$ cat src/rtl/rwc_pkg.sv
package rwc_pkg;

    localparam int unsigned DATA_W       = 32;
    localparam int unsigned ADDR_W       = 32;
    localparam int unsigned BASE_W       = 16;
    localparam int unsigned LANES        = DATA_W / 8;
    localparam int unsigned REG_IDX_W    = 2;
    localparam int unsigned CFG_STOP_BIT = 0;
    localparam int unsigned CFG_PROT_BIT = 7;

    typedef enum logic [REG_IDX_W-1:0] {
        IDX_CFG   = 2'd0,
        IDX_BASE  = 2'd1,
        IDX_TEST  = 2'd2,
        IDX_SPARE = 2'd3
    } reg_idx_e;

    typedef enum logic [2:0] {
        TGT_NONE,
        TGT_RAM,
        TGT_CFG,
        TGT_BASE,
        TGT_TEST,
        TGT_SPARE
    } tgt_e;

    typedef struct packed {
        logic              ack;
        logic              berr;
        logic              from_ram;
        logic [DATA_W-1:0] rdata;
    } resp_t;

    // Lane enables for a transfer of the given size at the given byte offset.
    function automatic logic [LANES-1:0] lane_mask(logic [1:0] size, logic [1:0] off);
        logic [LANES-1:0] m;
        case (size)
            2'd0:    m = 4'b0001 << off;
            2'd1:    m = off[1] ? 4'b1100 : 4'b0011;
            default: m = 4'b1111;
        endcase
        return m;
    endfunction

    // Visible image of the configuration register.
    function automatic logic [BASE_W-1:0] cfg_image(logic stop, logic prot);
        logic [BASE_W-1:0] v;
        v = '0;
        v[CFG_STOP_BIT] = stop;
        if (!stop) v[CFG_PROT_BIT] = prot;
        return v;
    endfunction

endpackage

$ cat src/rtl/rwc_decode.sv
module rwc_decode
    import rwc_pkg::*;
#(
    parameter logic [ADDR_W-1:0] REG_BASE = 32'h0030_0000,
    parameter int unsigned       RAM_AW   = 8
) (
    input  logic              valid,
    input  logic [ADDR_W-1:0] addr,
    input  logic              priv,
    input  logic [BASE_W-1:0] base,
    input  logic              prot,
    input  logic              stop,
    output tgt_e              tgt
);
    localparam int unsigned      RAM_BYTES = 4 << RAM_AW;
    localparam logic [BASE_W:0]  RAM_LIMIT = (BASE_W+1)'(RAM_BYTES);
    localparam int unsigned      REG_LSB   = REG_IDX_W + 2;

    logic     reg_hit;
    logic     win_hit;
    logic     access_ok;
    reg_idx_e idx;

    assign reg_hit   = addr[ADDR_W-1:REG_LSB] == REG_BASE[ADDR_W-1:REG_LSB];
    assign win_hit   = (addr[ADDR_W-1:BASE_W] == base) &&
                       ({1'b0, addr[BASE_W-1:0]} < RAM_LIMIT);
    assign access_ok = !prot || priv;
    assign idx       = reg_idx_e'(addr[REG_LSB-1:2]);

    always_comb begin
        tgt = TGT_NONE;
        if (valid) begin
            if (reg_hit) begin
                if (!stop || idx == IDX_CFG) begin
                    case (idx)
                        IDX_CFG:  tgt = TGT_CFG;
                        IDX_BASE: tgt = TGT_BASE;
                        IDX_TEST: tgt = TGT_TEST;
                        default:  tgt = TGT_SPARE;
                    endcase
                end
            end else if (win_hit && !stop && access_ok) begin
                tgt = TGT_RAM;
            end
        end
    end

endmodule

$ cat src/rtl/rwc_cfg.sv
module rwc_cfg
    import rwc_pkg::*;
(
    input  logic              clk,
    input  logic              rst,
    input  tgt_e              tgt,
    input  logic              write,
    input  logic [BASE_W-1:0] wdata,
    output logic              stop,
    output logic              prot,
    output logic [BASE_W-1:0] base,
    output logic              locked,
    output logic [DATA_W-1:0] rdata
);
    always_ff @(posedge clk) begin
        if (rst) begin
            stop   <= 1'b0;
            prot   <= 1'b0;
            base   <= '0;
            locked <= 1'b0;
        end else if (write) begin
            case (tgt)
                TGT_CFG: begin
                    stop <= wdata[CFG_STOP_BIT];
                    if (!stop) prot <= wdata[CFG_PROT_BIT];
                end
                TGT_BASE: begin
                    if (!locked) begin
                        base   <= wdata;
                        locked <= 1'b1;
                    end
                end
                default: ;
            endcase
        end
    end

    always_comb begin
        case (tgt)
            TGT_CFG:  rdata = {{(DATA_W-BASE_W){1'b0}}, cfg_image(stop, prot)};
            TGT_BASE: rdata = {{(DATA_W-BASE_W){1'b0}}, base};
            default:  rdata = '0;
        endcase
    end

endmodule

$ cat src/rtl/rwc_ramport.sv
module rwc_ramport
    import rwc_pkg::*;
#(
    parameter int unsigned RAM_AW = 8
) (
    input  tgt_e              tgt,
    input  logic              write,
    input  logic [1:0]        size,
    input  logic [RAM_AW+1:0] addr_lo,
    input  logic [DATA_W-1:0] wdata,
    output logic              ram_en,
    output logic              ram_we,
    output logic [RAM_AW-1:0] ram_addr,
    output logic [LANES-1:0]  ram_be,
    output logic [DATA_W-1:0] ram_wdata
);
    assign ram_en    = (tgt == TGT_RAM);
    assign ram_we    = ram_en && write;
    assign ram_addr  = addr_lo[RAM_AW+1:2];
    assign ram_be    = ram_en ? lane_mask(size, addr_lo[1:0]) : '0;
    assign ram_wdata = wdata;

endmodule

$ cat src/rtl/ram_window_ctl.sv
module ram_window_ctl
    import rwc_pkg::*;
#(
    parameter logic [31:0] REG_BASE = 32'h0030_0000,
    parameter int unsigned RAM_AW   = 8
) (
    input  logic              clk,
    input  logic              rst,
    input  logic              bus_valid,
    input  logic [31:0]       bus_addr,
    input  logic              bus_write,
    input  logic [1:0]        bus_size,
    input  logic              bus_priv,
    input  logic [31:0]       bus_wdata,
    output logic [31:0]       bus_rdata,
    output logic              bus_ack,
    output logic              bus_berr,
    output logic              mod_clk_en,
    output logic              ram_en,
    output logic              ram_we,
    output logic [RAM_AW-1:0] ram_addr,
    output logic [3:0]        ram_be,
    output logic [31:0]       ram_wdata,
    input  logic [31:0]       ram_rdata
);
    tgt_e              tgt;
    logic              cfg_stop;
    logic              cfg_prot;
    logic [BASE_W-1:0] base_q;
    logic              base_locked;
    logic [DATA_W-1:0] reg_rdata;
    resp_t             resp_q;
    logic              refuse;

    rwc_decode #(
        .REG_BASE (REG_BASE),
        .RAM_AW   (RAM_AW)
    ) u_decode (
        .valid (bus_valid),
        .addr  (bus_addr),
        .priv  (bus_priv),
        .base  (base_q),
        .prot  (cfg_prot),
        .stop  (cfg_stop),
        .tgt   (tgt)
    );

    rwc_cfg u_cfg (
        .clk    (clk),
        .rst    (rst),
        .tgt    (tgt),
        .write  (bus_write),
        .wdata  (bus_wdata[BASE_W-1:0]),
        .stop   (cfg_stop),
        .prot   (cfg_prot),
        .base   (base_q),
        .locked (base_locked),
        .rdata  (reg_rdata)
    );

    rwc_ramport #(
        .RAM_AW (RAM_AW)
    ) u_ramport (
        .tgt       (tgt),
        .write     (bus_write),
        .size      (bus_size),
        .addr_lo   (bus_addr[RAM_AW+1:0]),
        .wdata     (bus_wdata),
        .ram_en    (ram_en),
        .ram_we    (ram_we),
        .ram_addr  (ram_addr),
        .ram_be    (ram_be),
        .ram_wdata (ram_wdata)
    );

    assign refuse = (tgt == TGT_TEST) && bus_write;

    always_ff @(posedge clk) begin
        if (rst) begin
            resp_q <= '0;
        end else begin
            resp_q.ack      <= (tgt != TGT_NONE) && !refuse;
            resp_q.berr     <= refuse;
            resp_q.from_ram <= (tgt == TGT_RAM) && !bus_write;
            resp_q.rdata    <= (tgt != TGT_RAM && !bus_write) ? reg_rdata : '0;
        end
    end

    assign bus_ack    = resp_q.ack;
    assign bus_berr   = resp_q.berr;
    assign bus_rdata  = resp_q.from_ram ? ram_rdata : resp_q.rdata;
    assign mod_clk_en = !cfg_stop;

endmodule

$ cat config.mk
export PLATFORM = sky130hd
export DESIGN_NAME = ram_window_ctl
export DESIGN_NICKNAME = d
export VERILOG_FILES = /design/src/rtl/rwc_pkg.sv /design/src/rtl/rwc_decode.sv /design/src/rtl/rwc_cfg.sv /design/src/rtl/rwc_ramport.sv /design/src/rtl/ram_window_ctl.sv
export SDC_FILE = /design/constraint.sdc
export NUM_CORES = 1
export LEC_CHECK = 0
export ABC_AREA = 1
export BUFFER_PORTS_ARGS = -buffer_cell sky130_fd_sc_hd__clkbuf_2
export CORE_ASPECT_RATIO = 1.2
export CORE_UTILIZATION = 47
export DETAILED_ROUTE_END_ITERATION = 6
export GPL_TIMING_DRIVEN = 0
export PLACE_DENSITY = 0.83
export SLEW_MARGIN = 15
export SYNTH_ARGS = -nofsm -noshare
export SYNTH_HDL_FRONTEND = slang
export SYNTH_HIERARCHICAL = 1
export SYNTH_SLANG_ARGS = --single-unit
$ cat constraint.sdc
create_clock -name clk -period 2.6 [get_ports clk]
set_clock_uncertainty 0.1 [all_clocks]
set_input_delay 0.13 -clock clk [delete_from_list [all_inputs] [get_ports clk]]
set_output_delay 0.13 -clock clk [all_outputs]
set_load 0.1 [all_outputs]
# Word-level counts from Yosys, hierarchy flattened
# Cells that the tools add are included.
totals:
  register_bits: 54
  out_inout_bits: 81
  in_bits: 103
classes:
  n_eq_ne: 10
  magnitude_cmp: 1
  shift: 1
  n_mux: 11
  bitwise_logic: 3
  reduce_logical: 22
op_table:
  columns: ["op", "count"]
  rows:
  - ["32-bit 2-to-1 mux", 1]
  - ["16-bit case mux with 2 select lines", 1]
  - ["28-bit by 18-bit == test with 1-bit output (second input constant)", 1]
  - ["16-bit == test", 1]
  - ["16-bit by 11-bit less-than comparator with 1-bit output (second input constant)", 1]
  - ["3-bit 2-to-1 mux", 3]
  - ["3-bit case mux with 3 select lines", 1]
  - ["1-bit logical AND", 8]
  - ["4-bit 2-to-1 mux", 2]
  - ["4-bit case mux with 2 select lines", 1]
  - ["3-bit by 2-bit == test with 1-bit output (second input constant)", 2]
  - ["3-bit AND reduction", 2]
  - ["2-bit by 1-bit == test with 1-bit output (second input constant)", 2]
  - ["1-bit logical NOT", 4]
  - ["2-bit logical NOT", 2]
  - ["2-bit AND reduction", 2]
  - ["1-bit by 2-bit << shifter with 4-bit output (first input constant)", 1]
  - ["3-bit by 1-bit == test with 1-bit output (second input constant)", 1]
  - ["3-bit == test (second input constant)", 1]
  - ["3-bit by 1-bit inequality test with 1-bit output (second input constant)", 1]
  - ["1-bit NOT", 3]
  - ["3-bit nonzero test", 1]
  - ["2-bit == test (second input constant)", 1]
  - ["1-bit logical OR", 2]
  - ["2 further kinds", 3]

# Longest topological paths before layout
depth:
  word_depth: 11
  mapped_depth: 15

# By module
# Netlist, hierarchy kept.
by_module_without_submodules:
  columns: ["mod", "cells_each", "seq_area_each_um2", "area_each_um2", "instances"]
  rows:
  - ["ram_window_ctl", 216, 700.7, 1530.2, 1]
  - ["rwc_cfg", 179, 380.4, 1162.4, 1]
  - ["rwc_decode", 113, 0.0, 467.9, 1]
  - ["rwc_ramport", 59, 0.0, 384.1, 1]

# Worst setup path after synthesis
# Ideal clock, no wire load.
synth_path:
  kind: "register to output"
  from: "register u_cfg.base[7]"
  to: "output ram_be[0]"
  slack_ns: -0.393
  t_required_ns: 2.370
  arrival_ns: 2.763
  stages_incl_launch_ff: 13
  cell_sequence: "dfxtp_1 inv_1 nand2_1 nand2_1 nor2_1 nand2_1 nor2_1 nand3_1 a21oi_2 inv_1 nor2_2 nand2_2 a21oi_1"
synth_via:
  elab_chain_len: 9
synth_lines:
  columns: ["item", "line", "source"]
  rows:
  - ["from (decl)", "rwc_cfg.sv:11", "output logic [BASE_W-1:0] base,"]
  - ["from (signal assigned)", "rwc_cfg.sv:29", "base <= wdata;"]
  - ["16-bit == test", "rwc_decode.sv:25", "assign win_hit = (addr[ADDR_W-1:BASE_W] == base) &&"]
  - ["1-bit logical AND", "rwc_decode.sv:25", null]
  - ["1-bit logical AND (2 in a row)", "rwc_decode.sv:42", "end else if (win_hit && !stop && access_ok) begin"]
  - ["1-bit 2-to-1 mux", "rwc_decode.sv:42", null]
  - ["3-bit 2-to-1 mux", "rwc_decode.sv:33", "if (reg_hit) begin"]
  - ["3-bit 2-to-1 mux", "rwc_decode.sv:32", "if (valid) begin"]
  - ["net tgt[0]", "ram_window_ctl.sv:26", "tgt_e tgt;"]
  - ["3-bit by 1-bit == test with 1-bit output", "rwc_ramport.sv:17", "assign ram_en = (tgt == TGT_RAM);"]
  - ["4-bit 2-to-1 mux", "rwc_ramport.sv:20", "assign ram_be = ram_en ? lane_mask(size, addr_lo[1:0]) : '0;"]
  - ["to (decl)", "ram_window_ctl.sv:22", "output logic [3:0] ram_be,"]
# The timed path passes the listed nets, and every way through them passes these cells.

# Final worst setup path
layout_path:
  from: "register u_cfg.base[15]"
  to: "output ram_we"
layout_via:
  elab_chain_len: 9
layout_lines:
  columns: ["item", "line", "source"]
  rows:
  - ["16-bit == test", "rwc_decode.sv:25", null]
  - ["1-bit logical AND", "rwc_decode.sv:25", null]
  - ["1-bit logical AND (2 in a row)", "rwc_decode.sv:42", null]
  - ["1-bit 2-to-1 mux", "rwc_decode.sv:42", null]
  - ["3-bit 2-to-1 mux", "rwc_decode.sv:33", null]
  - ["3-bit 2-to-1 mux", "rwc_decode.sv:32", null]
  - ["net tgt[0]", "ram_window_ctl.sv:26", null]
  - ["3-bit by 1-bit == test with 1-bit output", "rwc_ramport.sv:17", null]
  - ["1-bit logical AND", "rwc_ramport.sv:18", "assign ram_we = ram_en && write;"]
  - ["to (decl)", "ram_window_ctl.sv:20", "output logic ram_we,"]
# The timed path passes the listed nets, and every way through them passes these cells.

==> flow_metrics.env <==
export IMPL_nNetsFinal=862
export IMPL_place_gp_congestion=0.895
export IMPL_die_area_mm2=0.00789
export IMPL_synth_edf_count=0
export IMPL_worstPathCellList="inv_1, nand2_1, nand2_1, nor2_1, nand2_1, nor2_1, nand3_1, a21oi_4, inv_1, nor2_2, nand2_2, nor2_1, clkbuf_4"
export IMPL_crit_end="ram_we"
export IMPL_synth_seq_area_share_pct=30.5
export IMPL_clockBufferDepth=2
export IMPL_leakage_nw=2.43
export IMPL_startpoint="u_cfg/base[15]"
export IMPL_wl_per_cell_um=9.80
export IMPL_wirelength_mm=8.33
export IMPL_synth_top_cells_by_count="130 x inv_1, 100 x nand2_1, 85 x nor2_1"
export IMPL_synthCells=567
export IMPL_dr_pass1_iters=4
export IMPL_clk_latency_ns=0.30
export IMPL_ff2ff_path_depth=14
export IMPL_utilization_pct=64.8
export IMPL_critPathMaxFanout=6
export IMPL_rows=34
export IMPL_antenna_found_initial=0
export IMPL_worstPathRequired_ns=2.37
export IMPL_min_period_ns=2.46
export IMPL_clk_pin_slew_ns=0.09
export IMPL_status="completed"
export IMPL_port_buffers=167
export IMPL_synth_top_area_share_pct=30.5
export IMPL_synth_most_common_cell="inv_1"
export IMPL_critPathTopFamily="simple AND/OR/NAND/NOR gates"
export IMPL_whs_ns=0.0308
export IMPL_diodes=0
export IMPL_fin_ws_ns=0.138
export IMPL_crit_buf_inv=3
export IMPL_worstReg2RegStart="u_cfg/base[15]"
export IMPL_ant_nets=0
export IMPL_cts_tree="built"
export IMPL_fin_cells=850
export IMPL_area_growth_pct=33.0
export IMPL_core_mm2=0.00727
export IMPL_grt_pass1_wl_mm=13.1
export IMPL_start_util_pct=48.7
export IMPL_place_ws_ns=0.195
export IMPL_drc=0
export IMPL_htree_levels=2
export IMPL_critical_path_depth=13
export IMPL_hpwl_mm=7.05
export IMPL_dieWidth_um=81.3
export IMPL_synth_cell_types=25
export IMPL_cts_buffers=5
export IMPL_io_pins=184
export IMPL_worst_pin_slew_ns=0.560
export IMPL_drive_gt1_share_pct=37.1
export IMPL_r2r_end="resp_q[12]"
export IMPL_die_y_um=97.1
export IMPL_synth_ff_type="dfxtp_1"
export IMPL_syn_area_mm2=0.00354
export IMPL_yosys_register_bits=54
export IMPL_dr_first_iter_drc_count=86
export IMPL_syn_avg_cell_area_um2=6.25
export IMPL_vdd_ir_drop_max_uv=237
export IMPL_num_vias=3672
export IMPL_viasPerCell=4.32
export IMPL_crit_type="flop to output port"
export IMPL_cp_slowest_stage_delay_ns=0.39
export IMPL_synth_area_leaders="dfxtp_1 30%, inv_1 14%, buf_4 12%"
export IMPL_slew_viol_final=0
export IMPL_cts_sinks=54
export IMPL_p_per_area_mw_per_mm2=410
export IMPL_grt_overflow_total=0
export IMPL_synth_area_leader_cell="dfxtp_1"
export IMPL_grt_max_degree=18
export IMPL_synth_warning_count=6
export IMPL_hold_viol_final=0
export IMPL_postSynth_asyncResetShare_pct=0
export IMPL_dp_cells=839
export IMPL_fillers=698
export IMPL_grt_pass1_vias=3221
export IMPL_track_usage_pct=20.9
export IMPL_setup_tns_ns=0
export IMPL_end_kind="output port"
export IMPL_slew_headroom_pct=62.8
export IMPL_cp_start_kind="flop"
export IMPL_root_buffer="clkbuf_8"
export IMPL_hold_path_class="input pin to flop"
export IMPL_cp_data_arrival_time_ns=2.23
export IMPL_cap_violations=0
export IMPL_critPathSlowestCell="dfxtp_1"
export IMPL_fin_crit_sh_pct=94.7
export IMPL_reg2reg_slack_ns=0.32
export IMPL_final_setup_viol_count=0
export IMPL_max_freq_mhz=406
-- worst min path at each step --
stage / start / end / slack [ns] / depth (start not counted)
6_report: bus_wdata[8] / u_cfg/base[8] / 0.03 / 5
5_1_grt: bus_wdata[8] / u_cfg/base[8] / 0.05 / 5
4_1_cts: bus_wdata[8] / u_cfg/base[8] / 0.03 / 5
3_5_place_dp: rst / bus_berr / 0.29 / 2
3_3_place_gp: rst / bus_berr / 0.29 / 2
2_1_floorplan: rst / bus_berr / 0.10 / 1
-- power by group --
group          internal (mW)  switching (mW)
Sequential             0.836         0.00209
Combinational          0.165           0.438
Clock                  0.220           0.271
Total                   1.22           0.712
-- kinds of logic (layout without fill, tap and decap cells) --
kind of cell              Yosys count  in the layout  share of synthesized area (%)
and+or+nand+nor                   241            241                           29.4
buffers and inverters             207            385                           30.6
AOI/OAI and AO/OA                  62             62                           8.93
DFF                                54             54                           30.5
xor gates and xnor gates            2              2                          0.494
other                               1             16                          0.106
-- area by class of cell --
cell class	count	area, µm²	area share, %
repair buffers	170	890	18.9
clock inverters	2	16.3	0.345
well taps	90	113	2.39
inverters	133	499	10.6
flip-flops and latches	54	1080	23.0
clock buffers	6	82.6	1.75
multi-input cells	321	1450	30.7
plain buffers	74	584	12.4
-- worst reg2reg max path: stages (launching register included) --
cell     delay [ns]
dfxtp_1        0.39
inv_1          0.06
nand2_1        0.05
nand2_1        0.05
nor2_1         0.11
nand2_1        0.06
nor2_1         0.13
nand3_1        0.15
a21oi_4        0.23
buf_4          0.16
nand3_1        0.21
buf_2          0.26
nor2_1         0.10
inv_1          0.05
nor2_1         0.11
-- state kept, by name, summed over array words and instances (netlist names) --
name and cells:
u_cfg/stop 1, bus_berr 1, u_cfg/prot 1, u_cfg/locked 1, resp_q 33, bus_ack 1
u_cfg/base 16
-- routing by layer --
layer  part of all wire [%]  vias to the layer above  wire length [µm]  global-route usage, %
met5                      0                        -                 0                      0
met4                    1.9                        0               156                   7.69
met3                    5.4                       14               451                   2.82
met2                     53                      151              4410                   40.1
met1                     40                     1538              3320                   22.0
li1                       -                     1969                 -                      -
-- stage by stage --
step           power [mW]  area [µm²]
3_5_place_dp         1.46        4550
5_1_grt              2.02        4720
4_1_cts              1.95        4680
2_1_floorplan        1.33        3600
6_report             1.93        4720
3_3_place_gp         1.45        4550
-- cell usage in the layout (no fill, tap or decap), types with 3 or more instances in the layout --
cell type,instances
nor2_2,17
a21oi_1,23
o21ai_0,4
dfxtp_1,52
o21ai_1,32
buf_4,62
buf_2,5
inv_1,130
nand4_1,5
conb_1,16
clkbuf_8,7
nor2_1,85
nand3_1,25
nand2_1,100
clkbuf_2,161
nand2_2,3
buf_6,11
-- timing repair --
item / CTS / global route
gates cloned: 0 / 0
setup buffers: 0 / 2
gates resized for setup: 7 / 9
hold endpoints to repair: 1 / 0
pin swaps: 0 / 1
hold buffers: 1 / 0
endpoints found under the setup margin: 6 / 6
Note: power is estimated with default switching activity, not from simulation.
